<file path="src/rtl/xirq_pkg.sv">
package xirq_pkg;
  localparam int N_EXT  = 3;
  localparam int CTRL_W = 5;

  localparam logic [1:0] SNS_LOW  = 2'b00;
  localparam logic [1:0] SNS_ANY  = 2'b01;
  localparam logic [1:0] SNS_FALL = 2'b10;
  localparam logic [1:0] SNS_RISE = 2'b11;

  // event decision for one external line, from the current and previous sample
  function automatic logic sense_hit(input logic [1:0] mode, input logic cur, input logic prv);
    case (mode)
      SNS_LOW:  return 1'b0;
      SNS_ANY:  return cur ^ prv;
      SNS_FALL: return prv & ~cur;
      default:  return cur & ~prv;
    endcase
  endfunction

  // sense mode of line idx taken from the control register
  function automatic logic [1:0] line_mode(input logic [CTRL_W-1:0] c, input int idx);
    case (idx)
      0:       return c[1:0];
      1:       return c[3:2];
      default: return {1'b1, c[4]};
    endcase
  endfunction
endpackage

</file>
<file path="src/rtl/xirq_sync.sv">
module xirq_sync #(
  parameter int W      = 19,
  parameter int STAGES = 2
) (
  input  logic         clk,
  input  logic         rst_n,
  input  logic [W-1:0] d,
  output logic [W-1:0] q,
  output logic [W-1:0] q_prv
);
  logic [W-1:0] stg [STAGES];

  always_ff @(posedge clk or negedge rst_n) begin
    if (!rst_n) begin
      for (int s = 0; s < STAGES; s++) stg[s] <= '1;
      q_prv <= '1;
    end else begin
      stg[0] <= d;
      for (int s = 1; s < STAGES; s++) stg[s] <= stg[s-1];
      q_prv <= stg[STAGES-1];
    end
  end

  assign q = stg[STAGES-1];
endmodule

</file>
<file path="src/rtl/xirq_ext_line.sv">
module xirq_ext_line
  import xirq_pkg::*;
#(
  parameter bit LEVEL_OK = 1'b1
) (
  input  logic       clk,
  input  logic       rst_n,
  input  logic       cur,
  input  logic       prv,
  input  logic [1:0] mode,
  input  logic       clr,
  output logic       ev,
  output logic       lvl_mode,
  output logic       lvl_act,
  output logic       pend
);
  logic [1:0] eff_mode;

  assign eff_mode = LEVEL_OK ? mode : {1'b1, mode[0]};
  assign lvl_mode = (eff_mode == SNS_LOW);
  assign lvl_act  = lvl_mode & ~cur;
  assign ev       = sense_hit(eff_mode, cur, prv);

  always_ff @(posedge clk or negedge rst_n) begin
    if (!rst_n) pend <= 1'b0;
    else        pend <= (pend & ~clr) | ev;
  end
endmodule

</file>
<file path="src/rtl/xirq_pc_group.sv">
module xirq_pc_group #(
  parameter int W = 8
) (
  input  logic         clk,
  input  logic         rst_n,
  input  logic [W-1:0] cur,
  input  logic [W-1:0] prv,
  input  logic [W-1:0] msk,
  input  logic         clr,
  output logic         ev,
  output logic         pend
);
  assign ev = |(msk & (cur ^ prv));

  always_ff @(posedge clk or negedge rst_n) begin
    if (!rst_n) pend <= 1'b0;
    else        pend <= (pend & ~clr) | ev;
  end
endmodule

</file>
<file path="src/rtl/xirq_unit.sv">
module xirq_unit
  import xirq_pkg::*;
#(
  parameter int N_PC_GRP    = 2,
  parameter int PC_GRP_W    = 8,
  parameter int SYNC_STAGES = 2
) (
  input  logic                             clk,
  input  logic                             rst_n,
  input  logic [2:0]                       ext_pin,
  input  logic [N_PC_GRP*PC_GRP_W-1:0]     pc_pin,
  input  logic [N_PC_GRP*PC_GRP_W-1:0]     pc_msk,
  input  logic                             ctrl_we,
  input  logic [4:0]                       ctrl_wdata,
  input  logic                             gie,
  input  logic [3+N_PC_GRP-1:0]            src_en,
  input  logic [3+N_PC_GRP-1:0]            ack,
  input  logic [3+N_PC_GRP-1:0]            flag_clr,
  output logic [3+N_PC_GRP-1:0]            pend,
  output logic [3+N_PC_GRP-1:0]            irq_req
);
  localparam int PC_W  = N_PC_GRP * PC_GRP_W;
  localparam int N_SRC = N_EXT + N_PC_GRP;
  localparam int PIN_W = N_EXT + PC_W;

  logic [CTRL_W-1:0] ctrl_q;
  logic [PIN_W-1:0]  cur_v, prv_v;
  logic [N_SRC-1:0]  clr_v, ev_v, lvl_v;
  logic [N_EXT-1:0]  lvl_mode_v;

  always_ff @(posedge clk or negedge rst_n) begin
    if (!rst_n)       ctrl_q <= '0;
    else if (ctrl_we) ctrl_q <= ctrl_wdata;
  end

  xirq_sync #(.W(PIN_W), .STAGES(SYNC_STAGES)) u_sync (
    .clk(clk), .rst_n(rst_n), .d({pc_pin, ext_pin}), .q(cur_v), .q_prv(prv_v)
  );

  assign clr_v = ack | flag_clr;

  for (genvar e = 0; e < N_EXT; e++) begin : g_ext
    xirq_ext_line #(.LEVEL_OK(e < 2)) u_line (
      .clk(clk), .rst_n(rst_n), .cur(cur_v[e]), .prv(prv_v[e]),
      .mode(line_mode(ctrl_q, e)), .clr(clr_v[e]), .ev(ev_v[e]),
      .lvl_mode(lvl_mode_v[e]), .lvl_act(lvl_v[e]), .pend(pend[e])
    );
  end

  for (genvar g = 0; g < N_PC_GRP; g++) begin : g_pc
    xirq_pc_group #(.W(PC_GRP_W)) u_grp (
      .clk(clk), .rst_n(rst_n),
      .cur(cur_v[N_EXT + g*PC_GRP_W +: PC_GRP_W]),
      .prv(prv_v[N_EXT + g*PC_GRP_W +: PC_GRP_W]),
      .msk(pc_msk[g*PC_GRP_W +: PC_GRP_W]),
      .clr(clr_v[N_EXT + g]), .ev(ev_v[N_EXT + g]), .pend(pend[N_EXT + g])
    );
    assign lvl_v[N_EXT + g] = 1'b0;
  end

  assign irq_req = {N_SRC{gie}} & src_en & (pend | lvl_v);
endmodule

</file>
<file path="config.mk">
export PLATFORM = sky130hd
export DESIGN_NAME = xirq_unit
export DESIGN_NICKNAME = d
export VERILOG_FILES = /design/src/rtl/xirq_pkg.sv /design/src/rtl/xirq_sync.sv /design/src/rtl/xirq_ext_line.sv /design/src/rtl/xirq_pc_group.sv /design/src/rtl/xirq_unit.sv
export SDC_FILE = /design/constraint.sdc
export NUM_CORES = 1
export LEC_CHECK = 0
export BUFFER_PORTS_ARGS = -buffer_cell sky130_fd_sc_hd__buf_2
export CAP_MARGIN = 20
export CELL_PAD_IN_SITES_DETAIL_PLACEMENT = 0
export CELL_PAD_IN_SITES_GLOBAL_PLACEMENT = 1
export CORE_ASPECT_RATIO = 1.2
export CORE_MARGIN = 2
export CORE_UTILIZATION = 43
export CTS_BUF_LIST = sky130_fd_sc_hd__clkbuf_8
export DETAILED_ROUTE_END_ITERATION = 8
export PLACE_DENSITY = 0.83
export SETUP_SLACK_MARGIN = 0.15
export SLEW_MARGIN = 0
export SYNTH_ARGS = -nofsm -noshare
export SYNTH_HDL_FRONTEND = slang
export SYNTH_SLANG_ARGS = --single-unit
</file>
<file path="constraint.sdc">
create_clock -name clk -period 1.7 [get_ports clk]
set_input_delay 0.255 -clock clk [delete_from_list [all_inputs] [get_ports clk]]
set_output_delay 0.255 -clock clk [all_outputs]
set_load 0.01 [all_outputs]
</file>
Yosys cells after proc, flatten, opt, wreduce, memory -nomap -nowiden:

Index checks and enable logic that the tools add are counted.

* flip-flop bits (word level): 67
* input bits: 59
* output and inout bits: 10

* equality and inequality tests: 4
* mux-type cells: 3
* bitwise operators: 41
* reductions and logical operators: 5

Operators by type and width (count)
* AND 8 bit: 2
* OR reduction 8 bit: 2
* bitwise XOR 8 bit: 2
* AND 1 bit: 14
* inverter 1 bit: 12
* AND 5 bit: 2
* zero test 2 bit: 3
* one-hot mux 1 bit (3 select lines): 2
* OR 1 bit: 5
* OR 5 x 3 -> 5 bit: 1
* OR 5 bit: 1
* equality test 2 x 1 -> 1 bit, second input constant: 2
* equality test 2 bit, second input constant: 2
* one-hot mux 1 bit (2 select lines): 1
* bitwise XOR 1 bit: 2

Logic depth before layout (Yosys ltp):

Gate-level depths: netlist (run 1).

* depth in word-level cells: 4
* depth in mapped cells: 6
* mapped depth without buffers: 6

Hierarchy:

Synthesis (run 1) repeated with hierarchy kept, for this count alone.

* cell total of the unflattened synthesis: 164
* area total of the unflattened synthesis: 2486.1 µm²

By module, submodules not included
* xirq_sync: times used 1, cells each 76, area each 1640.3 µm², seq. area each 1497.7 µm²
* xirq_pc_group: times used 2, cells each 16, area each 142.6 µm², seq. area each 25.0 µm²
* xirq_unit: times used 1, cells each 21, area each 259.0 µm², seq. area each 125.1 µm²
* xirq_ext_line (g_ext[0].u_line ...): times used 2, cells each 13, area each 106.4 µm², seq. area each 25.0 µm²
* xirq_ext_line (g_ext[2].u_line): times used 1, cells each 9, area each 88.8 µm², seq. area each 25.0 µm²

Worst setup path after synthesis (run 1):

OpenSTA, ideal clock, no wires.

* path type: register -> register
* start point: register u_sync.stg (netlist bit u_sync.q[7])
* end point: register g_pc[0].u_grp.pend
* arrival time: 1.033 ns
* required time: 1.565 ns
* path slack: 0.531 ns
* stages on the path, launching flop included: 5
* period minus slack after synthesis: 1.169 ns
* path through: dfstp_2 xor2_1 a22o_1 a221oi_2 nand3_1

* cells in the longest elaborated chain, start to end: 4

Ends and longest elaborated chain
* start: declaration: line xirq_sync.sv:11 `logic [W-1:0] stg [STAGES];`
* bitwise XOR 8 bit: line xirq_pc_group.sv:13 `assign ev = |(msk & (cur ^ prv));`
* AND 8 bit: line xirq_pc_group.sv:13
* OR reduction 8 bit: line xirq_pc_group.sv:13
* OR 1 bit: line xirq_pc_group.sv:17 `else pend <= (pend & ~clr) | ev;`
* end signal: assignment: line xirq_pc_group.sv:17
* end: declaration: line xirq_pc_group.sv:11 `output logic pend`

No other way between the ends.
A chain may end at the register's enable or synchronous reset.

Worst setup path in the final report (run 1):

* start point: register u_sync.stg (netlist bit u_sync.q[0])
* end point: output port irq_req[0]

* cells in the longest elaborated chain, start to end: 4

Ends and longest elaborated chain
* inverter 1 bit: line xirq_ext_line.sv:21 `assign lvl_act = lvl_mode & ~cur;`
* AND 1 bit: line xirq_ext_line.sv:21
* OR 5 x 3 -> 5 bit: line xirq_unit.sv:61 `assign irq_req = {N_SRC{gie}} & src_en & (pend | lvl_v);`
* AND 5 bit: line xirq_unit.sv:61
* end: declaration: line xirq_unit.sv:20 `output logic [3+N_PC_GRP-1:0] irq_req`

No other way between the ends.

==> results of run 1 <==
## power by group through the flow
| stage | combinational [mW] | clock (mW) | sequential [mW] |
|---|---|---|---|
| after floorplan | 0.121 | 0 | 1.81 |
| after global placement | 0.235 | 0 | 1.82 |
| after detailed placement | 0.241 | 0 | 1.83 |
| after CTS | 0.251 | 1.07 | 1.80 |
| after global routing | 0.299 | 1.15 | 1.81 |
| final | 0.267 | 1.02 | 1.80 |
## worst min-delay path by stage
stage / endpoint / slack [ps] / start
2_1_floorplan: ctrl_q[0] / -40 / rst_n
3_3_place_gp: g_pc[0].u_grp.pend / 290 / rst_n
3_5_place_dp: g_ext[2].u_line.pend / 300 / rst_n
4_1_cts: u_sync.stg[35] / 0.3 / pc_pin[13]
5_1_grt: u_sync.stg[21] / 0.7 / ext_pin[2]
6_report: u_sync.stg[20] / 30 / ext_pin[1]
## cells in the mapped netlist
master / instances / share of area
dfstp_2: 57 / 0.66
xor2_1: 16 / 0.061
nand2_1: 11 / 0.018
dfrtp_1: 10 / 0.11
nor2_1: 6 / 0.0099
buf_4: 5 / 0.016
mux2_2: 5 / 0.025
ha_1: 4 / 0.022
inv_1: 4 / 0.0066
and3_1: 3 / 0.0082
o211ai_1: 3 / 0.0099
a221oi_2: 2 / 0.013
a222oi_1: 2 / 0.0088
a22o_1: 2 / 0.0077
a22oi_1: 2 / 0.0066
nand3_1: 2 / 0.0044
nor3_1: 2 / 0.0044
o211a_1: 2 / 0.0088
o21ai_0: 2 / 0.0044
## registers in the layout, summed over array words and instances, names as in the netlist
signal and flops:
ctrl_q 5, g_ext.u_line.pend 3, g_pc.u_grp.pend 2, u_sync.q 19, u_sync.q_prv 19, u_sync.stg 19
## what timing repair did
| item | 4_1_cts | 5_1_grt |
|---|---|---|
| setup endpoints to repair | 0 | 2 |
| hold buffers | 5 | 13 |
| endpoints found under the hold margin | 14 | 13 |
| gates resized for setup | 0 | 0 |
## kinds of logic after synthesis
group	synth area share
xor+xnor	0.06133
flops	0.7651
buf+inv	0.02300
simple gates	0.04491
mux	0.02464
compound gates	0.05915
fa+ha+maj	0.02191
## metal layers
metal  up-vias  wire length (um)  global-route usage
li1        653                 -                   -
met1       640              1338              0.1346
met5         -                 0                   0
met4         0                82             0.07719
met2        46              1822              0.2050
met3         9               233             0.05797
## layout make-up
class | instances | area (um2)
multi-input combinational | 64 | 484.2
sequential | 67 | 1748
timing repair buffer | 87 | 540.5
tap | 62 | 77.57
inverter | 4 | 15.01
clock inverter | 6 | 28.78
clock buffer | 9 | 123.9
fill | 430 | 2207
==> impl_metrics.prom, run 1 <==
# TYPE chip_impl_metric gauge
chip_impl_info{name="status",value="completed"} 1
chip_impl_metric{name="routedWlPerCell",unit="um"} 11.63
chip_impl_metric{name="total_switching_power",unit="uW"} 688.6
chip_impl_info{name="clock-root-buffer",value="clkbuf_8"} 1
chip_impl_metric{name="drt-vias-per-instance",unit=""} 4.508
chip_impl_info{name="timing.critical_path.slowest_stage_cell",value="dfstp_2"} 1
chip_impl_metric{name="syn_to_final_growth",unit="%"} 32.09
chip_impl_info{name="startpoint_type",value="flip-flop"} 1
chip_impl_metric{name="final_layout_size_suffix_gt1_frac",unit=""} 0.6118
chip_impl_metric{name="drv_slew",unit=""} 0
chip_impl_metric{name="grt_antenna_before_repair",unit=""} 0
chip_impl_metric{name="synth.net_count",unit=""} 203
chip_impl_metric{name="cts.repair_timing.setup_buffer_count",unit=""} 0
chip_impl_metric{name="post_synth_inst_count",unit=""} 140
chip_impl_metric{name="critPathMaxStageDelay",unit="ps"} 550
chip_impl_metric{name="die_footprint",unit="mm2"} 0.005915
chip_impl_metric{name="globalplace.congestion",unit=""} 0.7207
chip_impl_metric{name="worst_pin_slew",unit="ps"} 324.7
chip_impl_info{name="worstSetupEndpoint",value="irq_req[0]"} 1
chip_impl_metric{name="clk_path_buf_depth",unit=""} 2
chip_impl_info{name="startpoint",value="u_sync.q[0]"} 1
chip_impl_metric{name="rr_worst_depth",unit=""} 4
chip_impl_metric{name="worst_clock_skew",unit="ps"} 15.27
chip_impl_metric{name="i_o_pin_cnt",unit=""} 69
chip_impl_metric{name="cts-buffers-inserted",unit=""} 9
chip_impl_metric{name="synth_area",unit="mm2"} 0.002285
chip_impl_metric{name="post-place-cells",unit=""} 266
chip_impl_metric{name="pre_cts_ws",unit="ps"} 411.1
chip_impl_metric{name="final_total_pwr",unit="mW"} 3.085
chip_impl_info{name="path_cells",value="nor3_1 -> o211a_1 -> buf_2"} 1
chip_impl_metric{name="comb_power_share",unit=""} 0.087
chip_impl_metric{name="initial_core_utilization",unit=""} 0.4373
chip_impl_metric{name="postLayoutSetupSlackWorst",unit="ps"} 187.3
chip_impl_info{name="hold_path_class",value="in2reg"} 1
chip_impl_metric{name="global_routing_usage_summed_across_all_routing_layers",unit=""} 0.1271
chip_impl_metric{name="drc",unit=""} 0
chip_impl_metric{name="final-hold-violation-count",unit=""} 0
chip_impl_metric{name="grt_pass1_vias",unit=""} 1359
chip_impl_metric{name="totalWireLength",unit="mm"} 3.477
chip_impl_metric{name="path_clk_slew",unit="ps"} 60
chip_impl_info{name="critPathTopFamily",value="flip-flops"} 1
chip_impl_metric{name="placed_cell_area",unit="mm2"} 0.002685
chip_impl_metric{name="grt_max_degree",unit=""} 68
chip_impl_metric{name="die_width",unit="um"} 70.54
chip_impl_metric{name="p_leak",unit="nW"} 1.405
chip_impl_info{name="r2r-start",value="u_sync.q[15]"} 1
chip_impl_metric{name="clkSinkCount",unit=""} 67
chip_impl_metric{name="grt_remaining_overflow",unit=""} 0
chip_impl_metric{name="drt_first_pass_iters",unit=""} 4
chip_impl_metric{name="count_of_unique_library_cells_instantiated_by_yosys",unit=""} 19
chip_impl_info{name="layout.cells.most_common_list",value="buf_2 (68), dfstp_2 (57), dlygate4sd3_1 (18)"} 1
chip_impl_metric{name="whs_path_depth",unit=""} 1
chip_impl_metric{name="critical_path_arrival",unit="ps"} 1260
chip_impl_metric{name="wire_length_of_the_first_global_routing_pass",unit="mm"} 5.526
chip_impl_metric{name="vdd_drop_max",unit="mV"} 0.6218
chip_impl_info{name="r2r_end",value="g_pc[1].u_grp.pend"} 1
chip_impl_metric{name="clk_latency",unit="ps"} 330
chip_impl_info{name="rsz0062_at_grt",value="yes"} 1
chip_impl_metric{name="finalCoreUtilization",unit=""} 0.5776
chip_impl_info{name="criticalPathCategory",value="reg2out"} 1
chip_impl_metric{name="p_int",unit="mW"} 2.396
chip_impl_metric{name="finalSetupViolations",unit=""} 0
chip_impl_metric{name="ys_ff_latch",unit=""} 67
chip_impl_metric{name="number_of_max_cap_violations",unit=""} 0
chip_impl_metric{name="synth.avg_cell_area",unit="um2"} 16.32
chip_impl_metric{name="total_via_count_after_detailed_routing",unit=""} 1348
chip_impl_metric{name="maxClockFrequency",unit="GHz"} 0.6611
chip_impl_metric{name="crit_path_max_fanout",unit=""} 4
chip_impl_metric{name="critical_path.n_buffers_inverters",unit=""} 1
chip_impl_metric{name="finalCritPeriodShare",unit=""} 0.8898
chip_impl_metric{name="final.setup.tns",unit="ps"} 0
chip_impl_metric{name="final-instance-count-excl-fill",unit=""} 299
chip_impl_metric{name="antenna_diode_instance_count",unit=""} 0
chip_impl_metric{name="stdcell_area",unit="mm2"} 0.003018
chip_impl_metric{name="ant_nets",unit=""} 0
chip_impl_metric{name="final_nets",unit=""} 296
chip_impl_metric{name="p_seq_frac",unit=""} 0.583
chip_impl_metric{name="die_y",unit="um"} 83.85
chip_impl_metric{name="path_depth",unit=""} 3
chip_impl_metric{name="detailedRoute.firstIterationViolations",unit=""} 45
chip_impl_info{name="tritoncts",value="yes"} 1
chip_impl_metric{name="numPortBuffers",unit=""} 68
chip_impl_metric{name="power.density",unit="mW/mm2"} 1022
chip_impl_metric{name="clock_power_share",unit=""} 0.330
chip_impl_metric{name="p_sw_frac",unit=""} 0.2232
chip_impl_metric{name="timing.reg2reg.setup_slack",unit="ps"} 430
chip_impl_info{name="most_frequent_standard_cell_in_the_layout_excluding_fill_and_tap_cells",value="buf_2"} 1
chip_impl_metric{name="post-dp-hpwl",unit="mm"} 2.344
chip_impl_metric{name="slew_headroom",unit=""} 0.7835
chip_impl_metric{name="final.hold.worst_slack",unit="ps"} 31.77
chip_impl_metric{name="synth_seq_area_share",unit=""} 0.7651
chip_impl_info{name="setup.worst_path.end_class",value="output port"} 1
chip_impl_metric{name="finalCriticalPeriod",unit="ps"} 1513
chip_impl_metric{name="required",unit="ps"} 1440
chip_impl_metric{name="synthesis.yosys.warnings",unit=""} 0
chip_impl_metric{name="placementRows",unit=""} 29
chip_impl_metric{name="core-area",unit="mm2"} 0.005225
chip_impl_metric{name="h-tree-depth",unit=""} 3
Note: power is estimated with default switching activity, not from simulation.
==> run 2, diff against run 1 <==
- CORE_MARGIN: 2 -> 5
==> impl_metrics.prom, run 2 (synthesis gave the netlist of run 1 again) <==
# TYPE chip_impl_metric gauge
chip_impl_metric{name="grt_pass1_vias",unit=""} 1469
chip_impl_metric{name="die_width",unit="um"} 76.54
chip_impl_metric{name="i_o_pin_cnt",unit=""} 69
chip_impl_metric{name="drt-vias-per-instance",unit=""} 4.480
chip_impl_metric{name="clock_power_share",unit=""} 0.376
chip_impl_metric{name="finalCritPeriodShare",unit=""} 0.8861
chip_impl_metric{name="power.density",unit="mW/mm2"} 1071
chip_impl_metric{name="fillers",unit=""} 429
chip_impl_metric{name="vdd_drop_max",unit="mV"} 0.8152
chip_impl_info{name="startpoint_type",value="flip-flop"} 1
chip_impl_metric{name="finalSetupViolations",unit=""} 0
chip_impl_metric{name="clk_path_buf_depth",unit=""} 2
chip_impl_metric{name="total_switching_power",unit="uW"} 713.5
chip_impl_metric{name="globalplace.congestion",unit=""} 0.6868
chip_impl_metric{name="comb_power_share",unit=""} 0.083
chip_impl_info{name="status",value="completed"} 1
chip_impl_metric{name="critical_path_arrival",unit="ps"} 1250
chip_impl_metric{name="die_footprint",unit="mm2"} 0.006877
chip_impl_metric{name="p_leak",unit="nW"} 1.439
chip_impl_metric{name="drv_slew",unit=""} 0
chip_impl_metric{name="post-dp-hpwl",unit="mm"} 2.489
chip_impl_info{name="setup.worst_path.end_class",value="output port"} 1
chip_impl_metric{name="placed_cell_area",unit="mm2"} 0.002685
chip_impl_metric{name="p_seq_frac",unit=""} 0.542
chip_impl_metric{name="grt_antenna_before_repair",unit=""} 0
chip_impl_metric{name="path_clk_slew",unit="ps"} 60
chip_impl_metric{name="worst_clock_skew",unit="ps"} 4.833
chip_impl_metric{name="clk_latency",unit="ps"} 330
chip_impl_info{name="layout.cells.most_common_list",value="buf_2 (68), dfstp_2 (57), dlygate4sd3_1 (20)"} 1
chip_impl_metric{name="p_int",unit="mW"} 2.607
chip_impl_info{name="clock-root-buffer",value="clkbuf_8"} 1
chip_impl_metric{name="global_routing_usage_summed_across_all_routing_layers",unit=""} 0.1192
chip_impl_metric{name="placementRows",unit=""} 29
chip_impl_metric{name="worst_pin_slew",unit="ps"} 327.0
chip_impl_metric{name="wire_length_of_the_first_global_routing_pass",unit="mm"} 6.320
chip_impl_metric{name="final_nets",unit=""} 300
chip_impl_metric{name="slew_headroom",unit=""} 0.7820
chip_impl_metric{name="multiInputGateArea",unit="um2"} 489.2
chip_impl_info{name="criticalPathCategory",value="reg2out"} 1
chip_impl_metric{name="final-hold-violation-count",unit=""} 0
chip_impl_metric{name="number_of_max_cap_violations",unit=""} 0
chip_impl_info{name="rsz0062_at_grt",value="yes"} 1
chip_impl_metric{name="h-tree-depth",unit=""} 3
chip_impl_metric{name="drt_first_pass_iters",unit=""} 4
chip_impl_metric{name="core-area",unit="mm2"} 0.005225
chip_impl_metric{name="drc",unit=""} 0
chip_impl_metric{name="maxClockFrequency",unit="GHz"} 0.6639
chip_impl_metric{name="total_via_count_after_detailed_routing",unit=""} 1362
chip_impl_metric{name="numPortBuffers",unit=""} 68
chip_impl_metric{name="die_y",unit="um"} 89.85
chip_impl_info{name="hold_path_class",value="in2reg"} 1
chip_impl_metric{name="grt_remaining_overflow",unit=""} 0
chip_impl_metric{name="totalWireLength",unit="mm"} 3.738
chip_impl_metric{name="cts-buffers-inserted",unit=""} 9
chip_impl_metric{name="register_area",unit="mm2"} 0.001748
chip_impl_metric{name="clkSinkCount",unit=""} 67
chip_impl_metric{name="ant_nets",unit=""} 0
chip_impl_info{name="most_frequent_standard_cell_in_the_layout_excluding_fill_and_tap_cells",value="buf_2"} 1
chip_impl_metric{name="syn_to_final_growth",unit="%"} 35.65
chip_impl_metric{name="detailedRoute.firstIterationViolations",unit=""} 41
chip_impl_metric{name="routedWlPerCell",unit="um"} 12.30
chip_impl_info{name="tritoncts",value="yes"} 1
chip_impl_metric{name="grt_max_degree",unit=""} 68
chip_impl_metric{name="final_layout_size_suffix_gt1_frac",unit=""} 0.6240
chip_impl_metric{name="p_sw_frac",unit=""} 0.2149
chip_impl_metric{name="finalCriticalPeriod",unit="ps"} 1506
chip_impl_metric{name="initial_core_utilization",unit=""} 0.4373
chip_impl_metric{name="stdcell_area",unit="mm2"} 0.003099
chip_impl_metric{name="required",unit="ps"} 1440
chip_impl_metric{name="final.setup.tns",unit="ps"} 0
chip_impl_metric{name="antenna_diode_instance_count",unit=""} 0
chip_impl_metric{name="crit_path_max_fanout",unit=""} 4
[run 2: changes by cell type in the layout (fill, tap and decap cells not counted)]
cell and delta:
buf_4 +2, bufinv_16 +1, clkbuf_8 +1, clkinv_2 +1, dlygate4sd3_1 +2, inv_1 -2
nor3_1 -1, nor3_2 +1
[run 2: critical path, stage by stage, from the launching register on]
cell     delay, ps
dfstp_2        550
nor3_1          50
o211a_1        190
buf_2          130
[run 2: final timing paths]
check	cells past startpoint	end	slack, ps	from
setup reg to reg	5	g_ext[1].u_line.pend	430	u_sync.q[1]
min in group asynchronous	3	g_pc[0].u_grp.pend	470	rst_n
hold / removal	2	ctrl_q[0]	160	ctrl_wdata[0]
max in group asynchronous	3	u_sync.stg[31]	920	rst_n
setup / recovery	3	irq_req[0]	190	u_sync.q[0]
hold reg to reg	0	u_sync.q[14]	350	u_sync.stg[33]
[run 2: routing by layer]
layer  up-vias  part of all wire  wire, um  track usage
met5         -                 0         0            0
met4         0             0.023        87      0.07872
met3         8             0.069       258      0.05400
met2        45              0.51      1921       0.1879
met1       647              0.39      1471       0.1273
li1        662                 -         -            -
[run 2: stage by stage]
stage	cells	util	worst slack (ps)	power, mW	hold WS, ps
2_1_floorplan	140	-	531.3	1.932	-40.59
3_3_place_gp	266	0.5139	446.6	2.056	293.2
3_5_place_dp	266	0.5139	428.6	2.066	293.0
4_1_cts	298	0.5812	152.3	3.378	0.6714
5_1_grt	304	0.5932	109.7	3.504	142.9
6_report	304	0.5932	193.6	3.320	159.9
[run 2: what timing repair did]
item                                    CTS  global route
hold endpoints to repair                 24             5
gates resized for setup                   0             1
endpoints found under the setup margin    1             2
hold buffers                             15             5
buffers inserted                          1             1
[run 2: layout make-up]
cell class,instances,share of cell area
multi-input combinational,64,0.1579
timing repair buffer,91,0.1857
sequential,67,0.5640
tap,62,0.02503
clock inverter,6,0.01817
clock buffer,10,0.04441
inverter,4,0.004845
[run 2: power groups by stage]
| stage | Combinational (mW) | Sequential (mW) | Clock [mW] |
|---|---|---|---|
| detailed placement | 0.240 | 1.83 | 0 |
| floorplan | 0.121 | 1.81 | 0 |
| global placement | 0.237 | 1.82 | 0 |
| CTS | 0.271 | 1.80 | 1.31 |
| global route | 0.310 | 1.81 | 1.38 |
| finish | 0.274 | 1.80 | 1.25 |
